--- config.mk ---
export PLATFORM = sky130hd
export DESIGN_NAME = cal_engine
export DESIGN_NICKNAME = d
export VERILOG_FILES = /design/src/rtl/cal_pkg.sv /design/src/rtl/cal_addr_dec.sv /design/src/rtl/cal_mult.sv /design/src/rtl/cal_regfile.sv /design/src/rtl/cal_seq.sv /design/src/rtl/cal_engine.sv
export SDC_FILE = /design/constraint.sdc
export NUM_CORES = 2
export LEC_CHECK = 0
export ABC_AREA = 1
export BUFFER_PORTS_ARGS = -buffer_cell sky130_fd_sc_hd__buf_2
export CAP_MARGIN = 10
export CORE_MARGIN = 2
export CORE_UTILIZATION = 36
export CTS_BUF_LIST = sky130_fd_sc_hd__clkbuf_4 sky130_fd_sc_hd__clkbuf_8 sky130_fd_sc_hd__clkbuf_16
export CTS_CLUSTER_SIZE = 10
export DETAILED_ROUTE_END_ITERATION = 6
export HOLD_SLACK_MARGIN = 0.06
export PLACE_DENSITY = 0.58
export SYNTH_ARGS = -nofsm -noshare
export SYNTH_HDL_FRONTEND = slang
export SYNTH_SLANG_ARGS = --single-unit
--- constraint.sdc ---
create_clock -name clk -period 34.1 [get_ports clk]
set_input_delay 1.705 -clock clk [delete_from_list [all_inputs] [get_ports clk]]
set_output_delay 1.705 -clock clk [all_outputs]
set_load 0.01 [all_outputs]
--- src/rtl/cal_pkg.sv ---
package cal_pkg;
   typedef enum logic [1:0] {
      K_X1  = 2'd0,
      K_GN  = 2'd1,
      K_OF  = 2'd2,
      K_SEL = 2'd3
   } kind_e;

   typedef enum logic [2:0] {
      M_ONE   = 3'd0,
      M_GROUP = 3'd1,
      M_POS   = 3'd2,
      M_POSHI = 3'd3,
      M_ALL   = 3'd4
   } mode_e;

   typedef enum logic [2:0] {
      S_IDLE,
      S_LEAD,
      S_CALC,
      S_TAIL,
      S_SEL
   } seq_e;

   function automatic int ns_to_cyc(input int ns, input int clk_ns);
      return (ns + clk_ns - 1) / clk_ns;
   endfunction
endpackage

--- src/rtl/cal_addr_dec.sv ---
module cal_addr_dec #(
   parameter int NGRP  = 4,
   parameter int GSIZE = 8,
   localparam int NCH   = NGRP * GSIZE,
   localparam int GRP_W = (NGRP > 1) ? $clog2(NGRP) : 1,
   localparam int POS_W = (GSIZE > 1) ? $clog2(GSIZE) : 1
) (
   input  logic [2:0]       mode,
   input  logic [GRP_W-1:0] grp,
   input  logic [POS_W-1:0] pos,
   output logic [NCH-1:0]   mask
);
   import cal_pkg::*;

   for (genvar g = 0; g < NGRP; g++) begin : g_grp
      for (genvar p = 0; p < GSIZE; p++) begin : g_pos
         localparam int IDX = g * GSIZE + p;
         logic hit_g, hit_p;
         assign hit_g = (grp == GRP_W'(g));
         assign hit_p = (pos == POS_W'(p));
         always_comb begin
            unique case (mode)
               M_ONE:   mask[IDX] = hit_g & hit_p;
               M_GROUP: mask[IDX] = hit_g;
               M_POS:   mask[IDX] = hit_p;
               M_POSHI: mask[IDX] = hit_p & (g != 0);
               M_ALL:   mask[IDX] = 1'b1;
               default: mask[IDX] = 1'b0;
            endcase
         end
      end
   end
endmodule

--- src/rtl/cal_mult.sv ---
module cal_mult #(
   parameter int DW = 16
) (
   input  logic [DW-1:0] x1,
   input  logic [DW-1:0] gain,
   input  logic [DW-1:0] offs,
   output logic [DW-1:0] x2
);
   localparam int PW = 2 * DW + 1;
   localparam int SW = PW + 1;
   localparam logic [SW-1:0] MID  = SW'(1) << (DW - 1);
   localparam logic [SW-1:0] MAXV = (SW'(1) << DW) - SW'(1);

   logic [DW:0]   gain_p1;
   logic [PW-1:0] prod;
   logic [SW-1:0] sum;

   always_comb begin
      gain_p1 = {1'b0, gain} + (DW + 1)'(1);
      prod    = PW'(x1) * PW'(gain_p1);
      sum     = SW'(prod >> DW) + SW'(offs) - MID;
      if (sum[SW-1])
         x2 = '0;
      else if (sum > MAXV)
         x2 = '1;
      else
         x2 = sum[DW-1:0];
   end
endmodule

--- src/rtl/cal_regfile.sv ---
module cal_regfile #(
   parameter int NCH = 32,
   parameter int DW  = 16,
   localparam int CH_W = $clog2(NCH)
) (
   input  logic            clk,
   input  logic            rst_n,
   input  logic            wr_en,
   input  logic [1:0]      wr_kind,
   input  logic [NCH-1:0]  wr_mask,
   input  logic [DW-1:0]   wr_data,
   input  logic [CH_W-1:0] op_ch,
   output logic [DW-1:0]   op_x1,
   output logic [DW-1:0]   op_gain,
   output logic [DW-1:0]   op_offs,
   input  logic            res_we,
   input  logic [CH_W-1:0] res_ch,
   input  logic [DW-1:0]   res_val,
   input  logic            fresh_clr,
   input  logic [CH_W-1:0] rd_ch,
   output logic [DW-1:0]   rd_x2a,
   output logic [DW-1:0]   rd_x2b,
   output logic            rd_sel,
   output logic            rd_fresh
);
   import cal_pkg::*;

   localparam logic [DW-1:0] MIDV = DW'(1) << (DW - 1);

   logic [DW-1:0]  x1_q   [NCH];
   logic [DW-1:0]  gn_q   [NCH];
   logic [DW-1:0]  of_q   [NCH];
   logic [DW-1:0]  x2a_q  [NCH];
   logic [DW-1:0]  x2b_q  [NCH];
   logic [NCH-1:0] sel_q;
   logic [NCH-1:0] fresh_q;

   always_ff @(posedge clk) begin
      if (!rst_n) begin
         for (int i = 0; i < NCH; i++) begin
            x1_q[i]  <= MIDV;
            gn_q[i]  <= '1;
            of_q[i]  <= MIDV;
            x2a_q[i] <= MIDV;
            x2b_q[i] <= MIDV;
         end
         sel_q   <= '0;
         fresh_q <= '0;
      end else begin
         for (int i = 0; i < NCH; i++) begin
            if (wr_en && wr_mask[i]) begin
               unique case (kind_e'(wr_kind))
                  K_X1:  x1_q[i]  <= wr_data;
                  K_GN:  gn_q[i]  <= wr_data;
                  K_OF:  of_q[i]  <= wr_data;
                  K_SEL: sel_q[i] <= wr_data[0];
               endcase
            end
            if (res_we && res_ch == CH_W'(i)) begin
               if (sel_q[i]) x2b_q[i] <= res_val;
               else          x2a_q[i] <= res_val;
               fresh_q[i] <= 1'b1;
            end else if (fresh_clr) begin
               fresh_q[i] <= 1'b0;
            end
         end
      end
   end

   assign op_x1    = x1_q[op_ch];
   assign op_gain  = gn_q[op_ch];
   assign op_offs  = of_q[op_ch];
   assign rd_x2a   = x2a_q[rd_ch];
   assign rd_x2b   = x2b_q[rd_ch];
   assign rd_sel   = sel_q[rd_ch];
   assign rd_fresh = fresh_q[rd_ch];


   fresh_set_chk: assert property (@(posedge clk) disable iff (!rst_n)
      res_we |=> fresh_q[$past(res_ch)]);


   bank_keep_chk: assert property (@(posedge clk) disable iff (!rst_n)
      (res_we && !sel_q[res_ch]) |=> (x2b_q[$past(res_ch)] == $past(x2b_q[res_ch])));
endmodule

--- src/rtl/cal_seq.sv ---
module cal_seq #(
   parameter int NCH      = 32,
   parameter int STEP_CYC = 6,
   parameter int TAIL_CYC = 3,
   parameter int SEL_CYC  = 5,
   localparam int CH_W  = $clog2(NCH),
   localparam int MAXC  = (STEP_CYC > TAIL_CYC)
                          ? ((STEP_CYC > SEL_CYC) ? STEP_CYC : SEL_CYC)
                          : ((TAIL_CYC > SEL_CYC) ? TAIL_CYC : SEL_CYC),
   localparam int CNT_W = $clog2(MAXC + 1)
) (
   input  logic            clk,
   input  logic            rst_n,
   input  logic [NCH-1:0]  add_mask,
   input  logic            sel_req,
   output logic            busy_n,
   output logic [CH_W-1:0] cur_ch,
   output logic            res_we
);
   import cal_pkg::*;

   localparam logic [CNT_W-1:0] STEP_L = CNT_W'(STEP_CYC - 1);
   localparam logic [CNT_W-1:0] TAIL_L = CNT_W'(TAIL_CYC - 1);
   localparam logic [CNT_W-1:0] SEL_L  = CNT_W'(SEL_CYC - 1);

   seq_e             st_q, st_d;
   logic [CNT_W-1:0] cnt_q, cnt_d;
   logic [NCH-1:0]   pend_q, remain;
   logic [CH_W-1:0]  cur_q, cur_d;
   logic             done;

   function automatic logic [CH_W-1:0] first_set(input logic [NCH-1:0] v);
      logic [CH_W-1:0] r;
      r = '0;
      for (int i = NCH - 1; i >= 0; i--)
         if (v[i]) r = CH_W'(i);
      return r;
   endfunction

   always_comb begin
      done   = (cnt_q == '0);
      res_we = (st_q == S_CALC) && done;
      remain = (pend_q & ~(res_we ? (NCH'(1) << cur_q) : '0)) | add_mask;
      st_d   = st_q;
      cnt_d  = done ? cnt_q : cnt_q - CNT_W'(1);
      cur_d  = cur_q;
      unique case (st_q)
         S_IDLE: begin
            if (add_mask != '0) begin
               st_d  = S_LEAD;
               cnt_d = STEP_L;
            end else if (sel_req) begin
               st_d  = S_SEL;
               cnt_d = SEL_L;
            end
         end
         S_LEAD: begin
            if (done) begin
               st_d  = S_CALC;
               cnt_d = STEP_L;
               cur_d = first_set(remain);
            end
         end
         S_CALC: begin
            if (done) begin
               if (remain != '0) begin
                  cnt_d = STEP_L;
                  cur_d = first_set(remain);
               end else begin
                  st_d  = S_TAIL;
                  cnt_d = TAIL_L;
               end
            end
         end
         S_TAIL: begin
            if (remain != '0) begin
               st_d  = S_CALC;
               cnt_d = STEP_L;
               cur_d = first_set(remain);
            end else if (done) begin
               st_d = S_IDLE;
            end
         end
         S_SEL: begin
            if (done) begin
               if (remain != '0) begin
                  st_d  = S_LEAD;
                  cnt_d = STEP_L;
               end else begin
                  st_d = S_IDLE;
               end
            end
         end
         default: st_d = S_IDLE;
      endcase
   end

   always_ff @(posedge clk) begin
      if (!rst_n) begin
         st_q   <= S_IDLE;
         cnt_q  <= '0;
         pend_q <= '0;
         cur_q  <= '0;
      end else begin
         st_q   <= st_d;
         cnt_q  <= cnt_d;
         pend_q <= remain;
         cur_q  <= cur_d;
      end
   end

   assign busy_n = (st_q == S_IDLE);
   assign cur_ch = cur_q;


   pend_busy_chk: assert property (@(posedge clk) disable iff (!rst_n)
      (pend_q != '0) |-> !busy_n);
endmodule

--- src/rtl/cal_engine.sv ---
module cal_engine #(
   parameter int NGRP   = 4,
   parameter int GSIZE  = 8,
   parameter int DW     = 16,
   parameter int CLK_NS = 100,
   parameter int STEP_NS = 600,
   parameter int TAIL_NS = 300,
   parameter int SEL_NS  = 500,
   localparam int NCH   = NGRP * GSIZE,
   localparam int CH_W  = $clog2(NCH),
   localparam int GRP_W = (NGRP > 1) ? $clog2(NGRP) : 1,
   localparam int POS_W = (GSIZE > 1) ? $clog2(GSIZE) : 1
) (
   input  logic             clk,
   input  logic             rst_n,
   input  logic             wr_en,
   input  logic [1:0]       wr_kind,
   input  logic [2:0]       wr_mode,
   input  logic [GRP_W-1:0] wr_grp,
   input  logic [POS_W-1:0] wr_pos,
   input  logic [DW-1:0]    wr_data,
   input  logic             fresh_clr,
   input  logic [CH_W-1:0]  rd_ch,
   output logic             busy_n,
   output logic [DW-1:0]    rd_x2a,
   output logic [DW-1:0]    rd_x2b,
   output logic             rd_sel,
   output logic             rd_fresh
);
   import cal_pkg::*;

   localparam int STEP_CYC = ns_to_cyc(STEP_NS, CLK_NS);
   localparam int TAIL_CYC = ns_to_cyc(TAIL_NS, CLK_NS);
   localparam int SEL_CYC  = ns_to_cyc(SEL_NS, CLK_NS);

   if (NGRP < 2 || GSIZE < 2) begin : g_bad_geom
      $error("cal_engine: need at least 2 groups of 2 channels");
   end
   if (DW < 2) begin : g_bad_dw
      $error("cal_engine: data width too small");
   end
   if (CLK_NS < 1 || STEP_CYC < 1 || TAIL_CYC < 1 || SEL_CYC < 1) begin : g_bad_time
      $error("cal_engine: timing parameters give empty phases");
   end

   logic [NCH-1:0]  mask, add_mask;
   logic            sel_req;
   logic [CH_W-1:0] cur_ch;
   logic            res_we;
   logic [DW-1:0]   op_x1, op_gain, op_offs, res_val;

   cal_addr_dec #(.NGRP(NGRP), .GSIZE(GSIZE)) u_dec (
      .mode (wr_mode),
      .grp  (wr_grp),
      .pos  (wr_pos),
      .mask (mask)
   );

   assign add_mask = (wr_en && kind_e'(wr_kind) != K_SEL) ? mask : '0;
   assign sel_req  = wr_en && kind_e'(wr_kind) == K_SEL && (mask != '0);

   cal_seq #(
      .NCH(NCH), .STEP_CYC(STEP_CYC), .TAIL_CYC(TAIL_CYC), .SEL_CYC(SEL_CYC)
   ) u_seq (
      .clk      (clk),
      .rst_n    (rst_n),
      .add_mask (add_mask),
      .sel_req  (sel_req),
      .busy_n   (busy_n),
      .cur_ch   (cur_ch),
      .res_we   (res_we)
   );

   cal_mult #(.DW(DW)) u_mult (
      .x1   (op_x1),
      .gain (op_gain),
      .offs (op_offs),
      .x2   (res_val)
   );

   cal_regfile #(.NCH(NCH), .DW(DW)) u_rf (
      .clk       (clk),
      .rst_n     (rst_n),
      .wr_en     (wr_en),
      .wr_kind   (wr_kind),
      .wr_mask   (mask),
      .wr_data   (wr_data),
      .op_ch     (cur_ch),
      .op_x1     (op_x1),
      .op_gain   (op_gain),
      .op_offs   (op_offs),
      .res_we    (res_we),
      .res_ch    (cur_ch),
      .res_val   (res_val),
      .fresh_clr (fresh_clr),
      .rd_ch     (rd_ch),
      .rd_x2a    (rd_x2a),
      .rd_x2b    (rd_x2b),
      .rd_sel    (rd_sel),
      .rd_fresh  (rd_fresh)
   );


   calc_start_chk: assert property (@(posedge clk) disable iff (!rst_n)
      (wr_en && wr_kind != 2'd3 && wr_mode <= 3'd4) |=> !busy_n);


   sel_start_chk: assert property (@(posedge clk) disable iff (!rst_n)
      (wr_en && wr_kind == 2'd3 && wr_mode <= 3'd4) |=> !busy_n);
endmodule

# Yosys cells after proc, flatten, opt, wreduce, memory -nomap -nowiden
# Memories as Yosys holds them, arrays and structs flattened. A register that Yosys moved wholly into a read port is not among the register bits.
# Cells that the tools add are included.
[op_classes] addsub=4 multipliers=1 div=0 order_cmp=2 n_eq_ne=59 shift=1 mux=842 bitwise=195 n_reduce_logical=146
[ops] operator="$mux W16" n=162
[ops] operator="$mux W1" n=584
[ops] operator="$mux W5" n=41
[ops] operator="$or A1 B1 Y1" n=160
[ops] operator="$pmux W1 S4" n=32
[ops] operator="$reduce_bool A32 Y1" n=3
[ops] operator="$eq A5 B5 Y1 const B" n=16
[ops] operator="$logic_and A1 B1 Y1" n=68
[ops] operator="$mux W32" n=2
[ops] operator="$reduce_and A2 Y1" n=32
[ops] operator="$reduce_bool A2 Y1" n=32
[ops] operator="$mux W3" n=16
[ops] operator="$eq A5 B4 Y1 const B" n=8
[ops] operator="$gt A34 B16 Y1 const B" n=1
[ops] operator="$sub A34 B16 Y34 const B" n=1
[ops] operator="$mul A16 B17 Y33" n=1
[ops] operator="$and A1 B1 Y1" n=32
[ops] operator="$and A32 B32 Y32" n=1
[ops] operator="$not A32 Y32" n=1
[ops] operator="$or A32 B32 Y32" n=1
[ops] operator="$shl A1 B5 Y32 const A" n=1
[ops] operator="$pmux W3 S5" n=2
[ops] operator="$eq A5 B3 Y1 const B" n=4
[ops] operator="$add A17 B16 Y18" n=1
[ops] operator="other kinds (22)" n=48
[totals] reg_bits=107 latch_bits=0 mem_bits_rw=2560 mem_bits_ro=0 in_bits=35 output_inout_bits=35 word_cells=1323 n_memories=5
[memory_table] memory="u_rf.gn_q" words=32 word_bits=16 rd=1 rd_ports_with_merged_regs=1 wr=32 line_no="cal_regfile.sv:31" text="logic [DW-1:0] gn_q [NCH];"
[memory_table] memory="u_rf.of_q" words=32 word_bits=16 rd=1 rd_ports_with_merged_regs=1 wr=32 line_no="cal_regfile.sv:32" text="logic [DW-1:0] of_q [NCH];"
[memory_table] memory="u_rf.x1_q" words=32 word_bits=16 rd=1 rd_ports_with_merged_regs=1 wr=32 line_no="cal_regfile.sv:30" text="logic [DW-1:0] x1_q [NCH];"
[memory_table] memory="u_rf.x2a_q" words=32 word_bits=16 rd=1 rd_ports_with_merged_regs=0 wr=32 line_no="cal_regfile.sv:33" text="logic [DW-1:0] x2a_q [NCH];"
[memory_table] memory="u_rf.x2b_q" words=32 word_bits=16 rd=1 rd_ports_with_merged_regs=0 wr=32 line_no="cal_regfile.sv:34" text="logic [DW-1:0] x2b_q [NCH];"

# Longest topological paths before layout
[depth] ltp_word=43 mapped_depth=74 ltp_nobuf=68

# Hierarchy
# Synthesis repeated with hierarchy kept, for this count alone.
[hier_totals] hier_cells=13274 area_unflattened_um2=128469.5
[modules_own_cells] mod="cal_regfile" n_inst=1 cells_each=11291 area_each_um2=114612.4 seq_area_each_um2=78155.0
[modules_own_cells] mod="cal_mult" n_inst=1 cells_each=1392 area_each_um2=10426.2 seq_area_each_um2=0.0
[modules_own_cells] mod="cal_seq" n_inst=1 cells_each=364 area_each_um2=2453.6 seq_area_each_um2=860.8
[modules_own_cells] mod="cal_addr_dec" n_inst=1 cells_each=125 area_each_um2=568.0 seq_area_each_um2=0.0
[modules_own_cells] mod="cal_engine" n_inst=1 cells_each=102 area_each_um2=409.1 seq_area_each_um2=0.0

# Least setup slack after synthesis
# OpenSTA, ideal clock, no wires.
[synth_timing] path_type="register to register" from="register (tool-made name)" to="memory u_rf.x2a_q[18][4] (data pin)" setup_ps=329 t_arrival_ps=11393 setup_slack_ps=22379 stages_incl_launch_ff=60 n_path_buf=12 cell_sequence="dfxtp_1 -> buf_2 -> buf_4 -> buf_4 -> buf_2 -> buf_4 -> buf_2 -> buf_2 -> buf_2 -> clkbuf_1 -> nor2_1 -> o221ai_1 -> nand3_1 -> nand2_1 -> inv_1 -> o21ai_1 -> buf_2 -> nand2_1 -> [... 24 more ...] -> o21bai_1 -> a21oi_1 -> o21bai_1 -> a21oi_1 -> o21ai_0 -> a21o_1 -> a21oi_1 -> xor2_1 -> inv_1 -> ha_1 -> ha_1 -> nand2_1 -> nor2_1 -> buf_2 -> nand3_1 -> nand2_2 -> buf_2 -> inv_1"
[synth_rtl] item="end, declared" line_no="cal_regfile.sv:33"

==> metrics.cfg <==
[place]
portBuffers = 69
hpwl_mm = 240.2
gp_congestion = 0.9131

[detailed_routing]
wl_met1_mm = 167.0
wl_per_cell_um = 25.74
wl_met2_mm = 182.3
final_antenna_net_count = 0
drc = 0
drtIter0Drc = 11178
via_count = 89179
vias_per_cell = 5.675
routed.top_layer = met5
drtPass1Iterations = 7
wl_mm = 404.4
wl_met3_mm = 36.34

[setup_path]
cpPeakStageDelay_ps = 840
endpoint_kind = flip-flop
crit_arrival_ps = 16450
critPathSlowestCell = buf_4
crit_type = reg2reg
crit_fanout = 82
crit_required_ps = 34480
cp-start-kind = flip-flop

[cts]
cts-root-buf = clkbuf_16
cts_made_buffers = 315
cts_tree = yes
cts_max_level = 5
cts_sinks = 2672
postCtsSetupRepairBufs = 0
cts_resized = 0
clockBufferDepth = 4
holdBufCountCts = 0
clkTransAtPathRegs_ps = 50
clock_latency_ps = 920

[synth]
postSynthAreaPerCell_um2 = 10.87
synth_nets = 11690
yosys_most_used_dff = edfxtp_1
async_flop_share_pct = 0
ys_seq_area_share_pct = 64.26
synthesis.area_um2 = 123100
synth-edff-count = 2560
syn_inst = 11323
synth-seq-cells = 2672
yosys_warnings = 0
netlist-cell-type-count = 63

[grt]
antenna_found_initial = 24
grt_pass1_wl_mm = 584.0
grt_remaining_overflow = 0
track_usage_pct = 22.60
grt_pass1_vias = 83642
grt_max_degree = 173

[floorplanning]
initial_core_util_pct = 36.20
coreArea_um2 = 340100
ios = 70
die_h_um = 588.8
fp-row-count = 214
die_x_um = 588.8
die_area_um2 = 346700

[worst_hold_path]
hp-class = reg2reg

[timing]
grt_setup_unrepaired = no
final_hold_viol_count = 0
finalSetupViolations = 0
slew_violations = 0
min_period_ps = 16070
final.setup.tns_ps = 0
skew_ps = 99.85
slew_headroom_pct = 13.52
layout_worst_path_cycle_share_pct = 47.12
max_slew.worst_pin.slew_ps = 1294
clock.fmax_mhz = 62.24

[layout]
final_cell_mix = nor2_1 (2806), edfxtp_1 (2560), o21ai_0 (1424)
drive_above_1_share_pct = 7.908
areaGrowthSynthToFinish_pct = 11.05
fillerInstances = 32522
final_common_cell = nor2_1
nets = 11434

[job]
maxCapViolCount = 0

[status]
status = finished, final reports clean

synth_stat cells (49+ instances only):
master	number	share of area, %
nor2_1	2809	8.6
a32oi_1	49	0.35
o221ai_1	413	2.9
a21oi_1	186	0.76
edfxtp_1	2560	62
inv_1	612	1.9
fa_1	208	3.4
buf_2	86	0.35
buf_1	62	0.19
dfxtp_1	112	1.8
ha_1	124	1.3
nand3_1	238	0.97
nand2_1	1055	3.2
a31oi_1	60	0.30
o22ai_1	221	1.1
clkbuf_1	629	1.9
o21ai_0	1497	6.1
state kept, by name, indices dropped and copies added (netlist names), named ones only:
signal / cells
u_rf.of_q: 512
u_seq.pend_q: 32
u_rf.sel_q: 32
u_rf.x2b_q: 512
u_seq.st_q: 3
u_rf.x1_q: 512
u_rf.gn_q: 512
u_rf.x2a_q: 512
u_seq.cur_ch: 5
u_rf.fresh_q: 32
u_seq.cnt_q: 3
path summary, 6_finish.rpt:
path | start | to | slack [ps] | cells past startpoint
setup / recovery | flip-flop | u_rf.x2b_q[29][3] | 18030 | 56
hold / removal | u_rf.fresh_q[5] | u_rf.fresh_q[5] | 460 | 2
setup reg to reg | flip-flop | u_rf.x2b_q[29][3] | 18030 | 56
hold reg to reg | u_rf.fresh_q[5] | u_rf.fresh_q[5] | 460 | 2
metrics by stage:
| step | std cells | hold slack [ps] | util [%] | area (µm²) | worst slack, ps |
|---|---|---|---|---|---|
| floorplan | 11323 | 441.8 | - | 123100 | 22380 |
| global placement | 15283 | 450.0 | 37.56 | 127700 | 18330 |
| detailed placement | 15285 | 454.8 | 37.58 | 127800 | 18260 |
| CTS | 15701 | 463.5 | 40.19 | 136700 | 18160 |
| global route | 15710 | 475.5 | 40.20 | 136700 | 16820 |
| finish | 15713 | 463.2 | 40.20 | 136700 | 18030 |
final cells by class:
class	instances	area [µm²]	share of cell area, %
tap	4536	5675	4.151
timing repair buffer	256	1969	1.441
sequential	2672	79130	57.88
clock buffer	393	8608	6.297
multi-input combinational	7168	38510	28.17
inverter	654	2505	1.832
antenna	11	27.53	0.02013
clock inverter	23	284.0	0.2077
metal layers:
layer	up-vias	track usage, %
met5	-	0
met4	18	9.821
met1	44703	31.54
li1	39236	-
met2	4432	34.77
met3	790	3.710
worst max-delay path: cells and delay by family (launching register included):
family	cells	cell delay (ps)
AOI/OAI and AO/OA	14	3030
buffers and inverters	10	3310
DFF	1	690
and+or+nand+nor	19	3480
xor gates and xnor gates	2	400
adders and majority gates	11	4470
logic make-up (layout without fill, tap and decap cells):
family	count (synthesis)	after routing	synth area share (%)
AO/OA/AOI/OAI	2568	2568	12.47
XOR/XNOR	34	34	0.2480
adder cells (fa/ha/maj)	332	332	4.643
buffers and inverters	1483	1326	4.899
flip-flops	2672	2672	64.26
other	0	11	0
AND/OR/NAND/NOR	4234	4234	13.48
Power is left out: the tool's default activity adds up to more than one toggle a clock period on the data nets, which glitch-free logic cannot reach.
